### config.mk
export PLATFORM = sky130hd
export DESIGN_NAME = ld_dep_predictor
export DESIGN_NICKNAME = d
export VERILOG_FILES = /design/src/rtl/ld_dep_pkg.sv /design/src/rtl/ld_dep_store_table.sv /design/src/rtl/ld_dep_spec_loads.sv /design/src/rtl/ld_dep_wait_table.sv /design/src/rtl/ld_dep_predictor.sv
export SDC_FILE = /design/constraint.sdc
export NUM_CORES = 1
export LEC_CHECK = 0
export BUFFER_PORTS_ARGS = -buffer_cell sky130_fd_sc_hd__buf_4
export CORE_AREA = 2 2 283 285
export CTS_CLUSTER_DIAMETER = 40
export DETAILED_ROUTE_END_ITERATION = 8
export DIE_AREA = 0 0 285 287
export PLACE_DENSITY = 0.51
export SYNTH_ARGS = -nofsm -noshare
export SYNTH_HDL_FRONTEND = slang
export SYNTH_SLANG_ARGS = --single-unit
### constraint.sdc
create_clock -name clk -period 12.15 [get_ports clk]
set_clock_uncertainty 0.05 [all_clocks]
set_input_delay 2.43 -clock clk [delete_from_list [all_inputs] [get_ports clk]]
set_output_delay 2.43 -clock clk [all_outputs]
set_load 0.03 [all_outputs]
### src/rtl/ld_dep_pkg.sv
package ld_dep_pkg;

    typedef enum logic [1:0] {
        POL_CONSERVATIVE = 2'd0,
        POL_AGGRESSIVE   = 2'd1,
        POL_PREDICTED    = 2'd2,
        POL_PREDICTED_B  = 2'd3
    } dep_policy_e;

    // Wrap-aware age: a is older than b when (a - b) is negative in w bits.
    function automatic logic seq_is_older(input logic [31:0] a,
                                          input logic [31:0] b,
                                          input int unsigned w);
        logic [31:0] diff;
        diff = a - b;
        return diff[w-1];
    endfunction

    // Word-granular address match: byte offset bits ignored.
    function automatic logic same_word(input logic [63:0] a,
                                       input logic [63:0] b);
        return a[63:2] == b[63:2];
    endfunction

endpackage

### src/rtl/ld_dep_store_table.sv
module ld_dep_store_table
    import ld_dep_pkg::*;
#(
    parameter int DEPTH = 8,
    parameter int SEQ_W = 6
) (
    input  logic                          clk,
    input  logic                          rst,
    input  logic                          alloc_i,
    input  logic [SEQ_W-1:0]              alloc_seq_i,
    input  logic                          res_i,
    input  logic [SEQ_W-1:0]              res_seq_i,
    input  logic                          ret_i,
    input  logic [SEQ_W-1:0]              ret_seq_i,
    input  logic                          flush_i,
    input  logic [SEQ_W-1:0]              flush_seq_i,
    output logic [DEPTH-1:0]              valid_o,
    output logic [DEPTH-1:0]              pending_o,
    output logic [DEPTH-1:0][SEQ_W-1:0]   seq_o
);

    localparam int IDX_W = (DEPTH > 1) ? $clog2(DEPTH) : 1;

    typedef struct packed {
        logic             valid;
        logic             known;
        logic [SEQ_W-1:0] seq;
    } st_entry_t;

    st_entry_t ent_q [DEPTH];
    st_entry_t ent_d [DEPTH];

    logic             slot_ok;
    logic [IDX_W-1:0] slot_idx;

    always_comb begin
        slot_ok  = 1'b0;
        slot_idx = '0;
        for (int i = 0; i < DEPTH; i++) begin
            if (!ent_q[i].valid && !slot_ok) begin
                slot_ok  = 1'b1;
                slot_idx = IDX_W'(i);
            end
        end
    end

    for (genvar g = 0; g < DEPTH; g++) begin : g_ent
        logic res_hit, ret_hit, flushed;
        assign res_hit = res_i && (res_seq_i == ent_q[g].seq);
        assign ret_hit = ret_i && (ret_seq_i == ent_q[g].seq);
        assign flushed = flush_i &&
                         seq_is_older(32'(flush_seq_i), 32'(ent_q[g].seq), SEQ_W);

        assign valid_o[g]   = ent_q[g].valid;
        assign seq_o[g]     = ent_q[g].seq;
        assign pending_o[g] = ent_q[g].valid && !ent_q[g].known && !res_hit && !ret_hit;

        always_comb begin
            ent_d[g] = ent_q[g];
            if (ent_q[g].valid) begin
                if (flushed || ret_hit) begin
                    ent_d[g].valid = 1'b0;
                end else if (res_hit) begin
                    ent_d[g].known = 1'b1;
                end
            end
            if (alloc_i && !flush_i && slot_ok && (slot_idx == IDX_W'(g))) begin
                ent_d[g].valid = 1'b1;
                ent_d[g].known = 1'b0;
                ent_d[g].seq   = alloc_seq_i;
            end
        end

        always_ff @(posedge clk) begin
            if (rst) begin
                ent_q[g] <= '0;
            end else begin
                ent_q[g] <= ent_d[g];
            end
        end
    end

endmodule

### src/rtl/ld_dep_spec_loads.sv
module ld_dep_spec_loads
    import ld_dep_pkg::*;
#(
    parameter int DEPTH    = 4,
    parameter int SQ_DEPTH = 8,
    parameter int SEQ_W    = 6,
    parameter int ADDR_W   = 32,
    parameter int PC_W     = 32
) (
    input  logic                           clk,
    input  logic                           rst,
    input  logic                           add_i,
    input  logic [SEQ_W-1:0]               add_seq_i,
    input  logic [ADDR_W-1:0]              add_addr_i,
    input  logic [PC_W-1:0]                add_pc_i,
    input  logic [SQ_DEPTH-1:0]            st_pending_i,
    input  logic [SQ_DEPTH-1:0][SEQ_W-1:0] st_seq_i,
    input  logic                           res_i,
    input  logic [SEQ_W-1:0]               res_seq_i,
    input  logic [ADDR_W-1:0]              res_addr_i,
    input  logic                           flush_i,
    input  logic [SEQ_W-1:0]               flush_seq_i,
    output logic                           free_o,
    output logic                           hit_o,
    output logic [PC_W-1:0]                hit_pc_o,
    output logic [DEPTH-1:0]               valid_o
);

    localparam int IDX_W = (DEPTH > 1) ? $clog2(DEPTH) : 1;

    typedef struct packed {
        logic              valid;
        logic [SEQ_W-1:0]  seq;
        logic [ADDR_W-1:0] addr;
        logic [PC_W-1:0]   pc;
    } ld_entry_t;

    ld_entry_t ent_q [DEPTH];
    ld_entry_t ent_d [DEPTH];

    logic [DEPTH-1:0] hit, blocked, flushed;
    logic             hit_any;
    logic [IDX_W-1:0] hit_sel;
    logic             slot_ok;
    logic [IDX_W-1:0] slot_idx;

    for (genvar g = 0; g < DEPTH; g++) begin : g_match
        always_comb begin
            blocked[g] = 1'b0;
            for (int j = 0; j < SQ_DEPTH; j++) begin
                if (st_pending_i[j] &&
                    seq_is_older(32'(st_seq_i[j]), 32'(ent_q[g].seq), SEQ_W)) begin
                    blocked[g] = 1'b1;
                end
            end
        end
        assign hit[g] = ent_q[g].valid && res_i &&
                        seq_is_older(32'(res_seq_i), 32'(ent_q[g].seq), SEQ_W) &&
                        same_word(64'(res_addr_i), 64'(ent_q[g].addr));
        assign flushed[g] = flush_i &&
                            seq_is_older(32'(flush_seq_i), 32'(ent_q[g].seq), SEQ_W);
        assign valid_o[g] = ent_q[g].valid;
    end

    // Oldest matching load wins the replay report.
    always_comb begin
        hit_any = 1'b0;
        hit_sel = '0;
        for (int i = 0; i < DEPTH; i++) begin
            if (hit[i] && (!hit_any ||
                seq_is_older(32'(ent_q[i].seq), 32'(ent_q[hit_sel].seq), SEQ_W))) begin
                hit_any = 1'b1;
                hit_sel = IDX_W'(i);
            end
        end
    end

    always_comb begin
        slot_ok  = 1'b0;
        slot_idx = '0;
        for (int i = 0; i < DEPTH; i++) begin
            if (!ent_q[i].valid && !slot_ok) begin
                slot_ok  = 1'b1;
                slot_idx = IDX_W'(i);
            end
        end
    end

    always_comb begin
        for (int i = 0; i < DEPTH; i++) begin
            ent_d[i]       = ent_q[i];
            ent_d[i].valid = ent_q[i].valid && !flushed[i] && blocked[i] &&
                             !(hit_any && (hit_sel == IDX_W'(i)));
            if (add_i && slot_ok && (slot_idx == IDX_W'(i))) begin
                ent_d[i].valid = 1'b1;
                ent_d[i].seq   = add_seq_i;
                ent_d[i].addr  = add_addr_i;
                ent_d[i].pc    = add_pc_i;
            end
        end
    end

    always_ff @(posedge clk) begin
        for (int i = 0; i < DEPTH; i++) begin
            if (rst) begin
                ent_q[i] <= '0;
            end else begin
                ent_q[i] <= ent_d[i];
            end
        end
    end

    assign free_o   = slot_ok;
    assign hit_o    = hit_any;
    assign hit_pc_o = ent_q[hit_sel].pc;

endmodule

### src/rtl/ld_dep_wait_table.sv
module ld_dep_wait_table #(
    parameter int IDX_W        = 6,
    parameter int DECAY_CYCLES = 4096
) (
    input  logic                   clk,
    input  logic                   rst,
    input  logic [IDX_W-1:0]       rd_idx_i,
    output logic                   rd_bit_o,
    input  logic                   set_i,
    input  logic [IDX_W-1:0]       set_idx_i,
    output logic [(1<<IDX_W)-1:0]  bits_o
);

    localparam int ENTRIES = 1 << IDX_W;
    localparam int CNT_W   = (DECAY_CYCLES > 1) ? $clog2(DECAY_CYCLES) : 1;
    localparam logic [CNT_W-1:0] CNT_LAST = CNT_W'(DECAY_CYCLES - 1);

    logic [ENTRIES-1:0] bits_q;
    logic [CNT_W-1:0]   cnt_q;
    logic               wipe;

    assign wipe = (cnt_q == CNT_LAST);

    always_ff @(posedge clk) begin
        if (rst) begin
            cnt_q  <= '0;
            bits_q <= '0;
        end else begin
            cnt_q <= wipe ? '0 : cnt_q + 1'b1;
            for (int i = 0; i < ENTRIES; i++) begin
                if (set_i && (set_idx_i == IDX_W'(i))) begin
                    bits_q[i] <= 1'b1;
                end else if (wipe) begin
                    bits_q[i] <= 1'b0;
                end
            end
        end
    end

    assign rd_bit_o = bits_q[rd_idx_i];
    assign bits_o   = bits_q;

endmodule

### src/rtl/ld_dep_predictor.sv
module ld_dep_predictor
    import ld_dep_pkg::*;
#(
    parameter int SQ_DEPTH     = 8,
    parameter int LQ_DEPTH     = 4,
    parameter int SEQ_W        = 6,
    parameter int ADDR_W       = 32,
    parameter int PC_W         = 32,
    parameter int WT_IDX_W     = 6,
    parameter int DECAY_CYCLES = 4096
) (
    input  logic              clk,
    input  logic              rst,
    input  logic [1:0]        policy_i,
    input  logic              st_alloc_i,
    input  logic [SEQ_W-1:0]  st_alloc_seq_i,
    input  logic              st_res_i,
    input  logic [SEQ_W-1:0]  st_res_seq_i,
    input  logic [ADDR_W-1:0] st_res_addr_i,
    input  logic              st_ret_i,
    input  logic [SEQ_W-1:0]  st_ret_seq_i,
    input  logic              ld_req_i,
    input  logic [PC_W-1:0]   ld_pc_i,
    input  logic [ADDR_W-1:0] ld_addr_i,
    input  logic [SEQ_W-1:0]  ld_seq_i,
    input  logic              flush_i,
    input  logic [SEQ_W-1:0]  flush_seq_i,
    output logic              ld_grant_o,
    output logic              ld_stall_o,
    output logic              viol_o,
    output logic [PC_W-1:0]   viol_pc_o
);

    localparam int WT_ENTRIES = 1 << WT_IDX_W;

    dep_policy_e                     pol;
    logic [SQ_DEPTH-1:0]             st_valid;
    logic [SQ_DEPTH-1:0]             st_pending;
    logic [SQ_DEPTH-1:0][SEQ_W-1:0]  st_seq;
    logic [LQ_DEPTH-1:0]             spec_valid;
    logic                            spec_free;
    logic                            spec_hit;
    logic [PC_W-1:0]                 spec_hit_pc;
    logic [WT_ENTRIES-1:0]           wait_bits;
    logic                            wait_bit;
    logic                            older_unknown;
    logic                            must_wait;
    logic                            grant;
    logic                            viol_q;
    logic [PC_W-1:0]                 viol_pc_q;

    assign pol = dep_policy_e'(policy_i);

    ld_dep_store_table #(.DEPTH(SQ_DEPTH), .SEQ_W(SEQ_W)) u_stores (
        .clk        (clk),
        .rst        (rst),
        .alloc_i    (st_alloc_i),
        .alloc_seq_i(st_alloc_seq_i),
        .res_i      (st_res_i),
        .res_seq_i  (st_res_seq_i),
        .ret_i      (st_ret_i),
        .ret_seq_i  (st_ret_seq_i),
        .flush_i    (flush_i),
        .flush_seq_i(flush_seq_i),
        .valid_o    (st_valid),
        .pending_o  (st_pending),
        .seq_o      (st_seq)
    );

    always_comb begin
        older_unknown = 1'b0;
        for (int j = 0; j < SQ_DEPTH; j++) begin
            if (st_pending[j] && seq_is_older(32'(st_seq[j]), 32'(ld_seq_i), SEQ_W)) begin
                older_unknown = 1'b1;
            end
        end
    end

    ld_dep_wait_table #(.IDX_W(WT_IDX_W), .DECAY_CYCLES(DECAY_CYCLES)) u_wait (
        .clk      (clk),
        .rst      (rst),
        .rd_idx_i (ld_pc_i[2 +: WT_IDX_W]),
        .rd_bit_o (wait_bit),
        .set_i    (spec_hit),
        .set_idx_i(spec_hit_pc[2 +: WT_IDX_W]),
        .bits_o   (wait_bits)
    );

    always_comb begin
        unique case (pol)
            POL_CONSERVATIVE: must_wait = 1'b1;
            POL_AGGRESSIVE:   must_wait = 1'b0;
            default:          must_wait = wait_bit;
        endcase
    end

    assign grant      = ld_req_i && (!older_unknown || (!must_wait && spec_free));
    assign ld_grant_o = grant;
    assign ld_stall_o = ld_req_i && !grant;

    ld_dep_spec_loads #(
        .DEPTH   (LQ_DEPTH),
        .SQ_DEPTH(SQ_DEPTH),
        .SEQ_W   (SEQ_W),
        .ADDR_W  (ADDR_W),
        .PC_W    (PC_W)
    ) u_spec (
        .clk         (clk),
        .rst         (rst),
        .add_i       (grant && older_unknown),
        .add_seq_i   (ld_seq_i),
        .add_addr_i  (ld_addr_i),
        .add_pc_i    (ld_pc_i),
        .st_pending_i(st_pending),
        .st_seq_i    (st_seq),
        .res_i       (st_res_i),
        .res_seq_i   (st_res_seq_i),
        .res_addr_i  (st_res_addr_i),
        .flush_i     (flush_i),
        .flush_seq_i (flush_seq_i),
        .free_o      (spec_free),
        .hit_o       (spec_hit),
        .hit_pc_o    (spec_hit_pc),
        .valid_o     (spec_valid)
    );

    always_ff @(posedge clk) begin
        if (rst) begin
            viol_q    <= 1'b0;
            viol_pc_q <= '0;
        end else begin
            viol_q <= spec_hit;
            if (spec_hit) begin
                viol_pc_q <= spec_hit_pc;
            end
        end
    end

    assign viol_o    = viol_q;
    assign viol_pc_o = viol_pc_q;

endmodule

==> results by group <==
Logic synthesis
  – Net count after synthesis: 3,460
  – Library cell occupying the most area in the post-synthesis netlist: sky130_fd_sc_hd__dfxtp_1
  – FF+latch count, synth: ~450
  – Fraction of synthesized cell area taken by the top area cell type: between 30% and 40%
  – Most used flip-flop cell after synthesis: sky130_fd_sc_hd__dfxtp_1
  – Leading post-synthesis cells by cell area: sky130_fd_sc_hd__dfxtp_1 33%, sky130_fd_sc_hd__mux2i_1 13%, sky130_fd_sc_hd__ha_1 11%
  – Synthesized cell area: 0.0274 mm2
  – EDFF count, synth: 0
  – Share of flip-flops with an asynchronous set or reset: 0%
  – Warnings from Yosys: 0
  – Post-Synthesis Cells: around 3,100
  – Share of the yosys chip area belonging to registers: 32.8%
  – Mean area per synthesized cell: ~8.9 um2
  – Synth unique cells: 75

Route
  – Remaining routing DRC violations: 0
  – Number of vias per cell after detailed routing: around 5.2
  – Antenna viol nets, final: 0
  – Via count: 22,278
  – Detailed-router iteration count before antenna repair: 5
  – Aggregate routed wire length: 88.2 mm
  – Number of violations reported at the end of detailed-routing iteration 0: about 1,300
  – Routed WL per cell: 20.4 um

Critical path
  – Crit-path max cell delay: 640 ps
  – Largest delay contributor family on the critical path: compound AO/OA/AOI/OAI gates
  – Slowest cell on the critical path: sky130_fd_sc_hd__nor4_1
  – Reg-to-reg slack, setup: 2480 ps
  – Signal arrival time at the worst endpoint: 11,660 ps
  – Buffers plus inverters on the worst setup path: 3
  – Classification of the worst setup path: in -> reg
  – Setup crit start kind: input pin
  – Worst EP required: 12,650 ps
  – CP Capture Type: flop
  – Critical path fanouts, max: 16

Pwr
  – Total design power: 4.33 mW
  – Power density of the placed cells: 132 mW/mm2
  – Worst-case vdd ir drop: 0.000117 V
  – Leak pwr: 13.5 nW

Timing
  – Maximum clock frequency: 89.6 MHz
  – Minimum hold slack: 398 ps
  – Setup TNS: 0 ps
  – Worst-margin pin slew: 1160 ps
  – Final hold violations: 0
  – Post-layout minimum cycle time: 11,160 ps
  – RSZ-0062 raised after global routing: false
  – Number of slew-limit violations in the final report: 0
  – Final period utilization: 91.8%
  – Total setup violations reported at the end of the flow: 0
  – Tightest slew margin relative to the limit: between 20 and 25%

Floorplanning
  – Die Area: 0.0818 mm2
  – Initial core utilization: a little over a third
  – Die Wd: 285 um
  – Core region area: 0.0786 mm2
  – Row Count: about 100
  – Vert. Die Dim: 287 um
  – Top-level port count: between 150 and 200

Finish
  – Share of cells above drive strength 1: 12.3%
  – Most common cell after layout, fill and taps aside: sky130_fd_sc_hd__nor2_1
  – FILL cells: 7,917
  – Leading cell types in the layout, fill and taps excluded: 460 x sky130_fd_sc_hd__nor2_1, 449 x sky130_fd_sc_hd__dfxtp_1, 346 x sky130_fd_sc_hd__mux2i_1
  – Area overhead of the layout relative to synthesis: 19.2%
  – Non-filler instance count after layout: 4,317
  – Layout Nets: 3,563

CTS
  – Longest Clk Path Bufs: 3
  – Depth of the CTS H-tree: 3
  – Skew-Pair Late Insertion Delay: 650 ps
  – Master cell of the clock root buffer: sky130_fd_sc_hd__clkbuf_16
  – Resize count post-CTS: 0
  – Post-CTS Hold Buffers: 0
  – Number of CTS-inserted buffers: 88
  – # clock sinks: roughly 450
  – CTS clock-pin slew for the worst setup and hold paths: 50 ps
  – Post-CTS Repair Setup Buffers: 0
  – Clock tree from TritonCTS: done

Job
  – Max Cap Violations: 0

Outcome
  – Status: finished clean

Placement
  – Post-detailed-placement half-perimeter wirelength: about 61 mm
  – Global placement routability congestion: 0.906
  – Count of input and output buffers: 165
  – Placed Cells: 4,151

Global routing
  – Via count of the first global-routing pass: 22,089
  – Gr ovfl total: 0
  – Initial antenna violation count: 5
  – Wire length of the first global-routing pass: 135 mm
  – Maximum number of pins on one net before global-route repair: slightly below 200
  – GRT Resource Usage Total: 21.3%

Hold path
  – Class of the most critical hold timing path: reg -> reg
## area by class of cell
class | count | area (um2) | share of cell area, %
Tap cell | 1050 | 1310 | 4.02
Clock inverter | 61 | 817 | 2.50
Clock buffer | 102 | 2310 | 7.08
Timing Repair Buffer | 196 | 1490 | 4.56
Antenna cell | 3 | 7.51 | 0.0229
Sequential cell | 449 | 8990 | 27.5
Inverter | 63 | 236 | 0.723
Multi-Input combinational cell | 2393 | 17500 | 53.6
## logic make-up after synthesis
logic type | synth area share [%]
simple gates | 17.4
flops | 32.8
compound gates | 10.2
mux | 14.5
xor+xnor | 10.9
buf+inv | 3.43
fa+ha+maj | 10.8
## per-stage QoR
stage	utilization (%)	worst slack (ps)	instance area, um2
after CTS	41.6	1120	32700
after global placement	37.6	500	29600
after global routing	41.6	244	32700
after floorplan	-	1170	27400
final	41.6	993	32700
after detailed placement	37.6	473	29600
## flip-flops by register name (all words and copies together), names as in the netlist
name and cells:
viol_o 1, u_spec.ent_q 276, u_wait.bits_o 64, viol_pc_o 32, u_stores.ent_q 64, u_wait.cnt_q 12
## worst reg2reg max path: cells and delay by family, from the launching register on
kind                     cells  cell delay [ps]
AO/OA/AOI/OAI               20             5260
buffers and inverters        3              870
adder cells (fa/ha/maj)      3              950
AND/OR/NAND/NOR              8             1340
flip-flops                   1              320
multiplexers                 2              770
## report_power, final
part | internal, mW | total, mW | switching [mW]
Clock | 1.63 | 2.53 | 0.898
Sequential | 1.48 | 1.49 | 0.0117
Combinational | 0.119 | 0.307 | 0.188
Total | 3.23 | 4.33 | 1.10
## routing by layer
layer  wire (um)  up-vias  GRT usage (%)
li1            -    11066              -
met1       40000    10652           27.1
met2       43000      428           37.3
met3        2960      130           2.70
met4        2320        2           6.95
met5          14        -              0
## Yosys cell counts (8+ instances only)
| cell | n |
|---|---|
| sky130_fd_sc_hd__a211oi_1 | 38 |
| sky130_fd_sc_hd__a21o_1 | 11 |
| sky130_fd_sc_hd__a21oi_1 | 146 |
| sky130_fd_sc_hd__a22o_1 | 34 |
| sky130_fd_sc_hd__a31oi_1 | 32 |
| sky130_fd_sc_hd__and2_1 | 9 |
| sky130_fd_sc_hd__and3_1 | 11 |
| sky130_fd_sc_hd__buf_1 | 29 |
| sky130_fd_sc_hd__clkbuf_1 | 148 |
| sky130_fd_sc_hd__dfxtp_1 | 449 |
| sky130_fd_sc_hd__ha_1 | 237 |
| sky130_fd_sc_hd__inv_1 | 63 |
| sky130_fd_sc_hd__mux2i_1 | 346 |
| sky130_fd_sc_hd__mux4_2 | 21 |
| sky130_fd_sc_hd__nand2_1 | 148 |
| sky130_fd_sc_hd__nand2b_1 | 115 |
| sky130_fd_sc_hd__nand3_1 | 15 |
| sky130_fd_sc_hd__nand4_1 | 54 |
| sky130_fd_sc_hd__nor2_1 | 460 |
| sky130_fd_sc_hd__nor2b_1 | 57 |
| sky130_fd_sc_hd__nor3_1 | 15 |
| sky130_fd_sc_hd__nor4_1 | 66 |
| sky130_fd_sc_hd__o21ai_0 | 94 |
| sky130_fd_sc_hd__o21ai_1 | 14 |
| sky130_fd_sc_hd__o22ai_1 | 18 |
| sky130_fd_sc_hd__o41ai_1 | 8 |
| sky130_fd_sc_hd__or2_2 | 8 |
| sky130_fd_sc_hd__or3_1 | 9 |
| sky130_fd_sc_hd__xnor2_1 | 167 |
| sky130_fd_sc_hd__xor2_1 | 172 |
## worst paths after layout
check | start | endpoint | cells after the start
min reg2reg | u_wait.bits_o[55] | u_wait.bits_o[55] | 2
max reg2reg | u_spec.ent_q[0][66] | u_wait.bits_o[30] | 36
max | st_res_addr_i[18] | u_wait.bits_o[30] | 35
min | u_wait.bits_o[55] | u_wait.bits_o[55] | 2
Note: power is estimated with default switching activity, not from simulation.
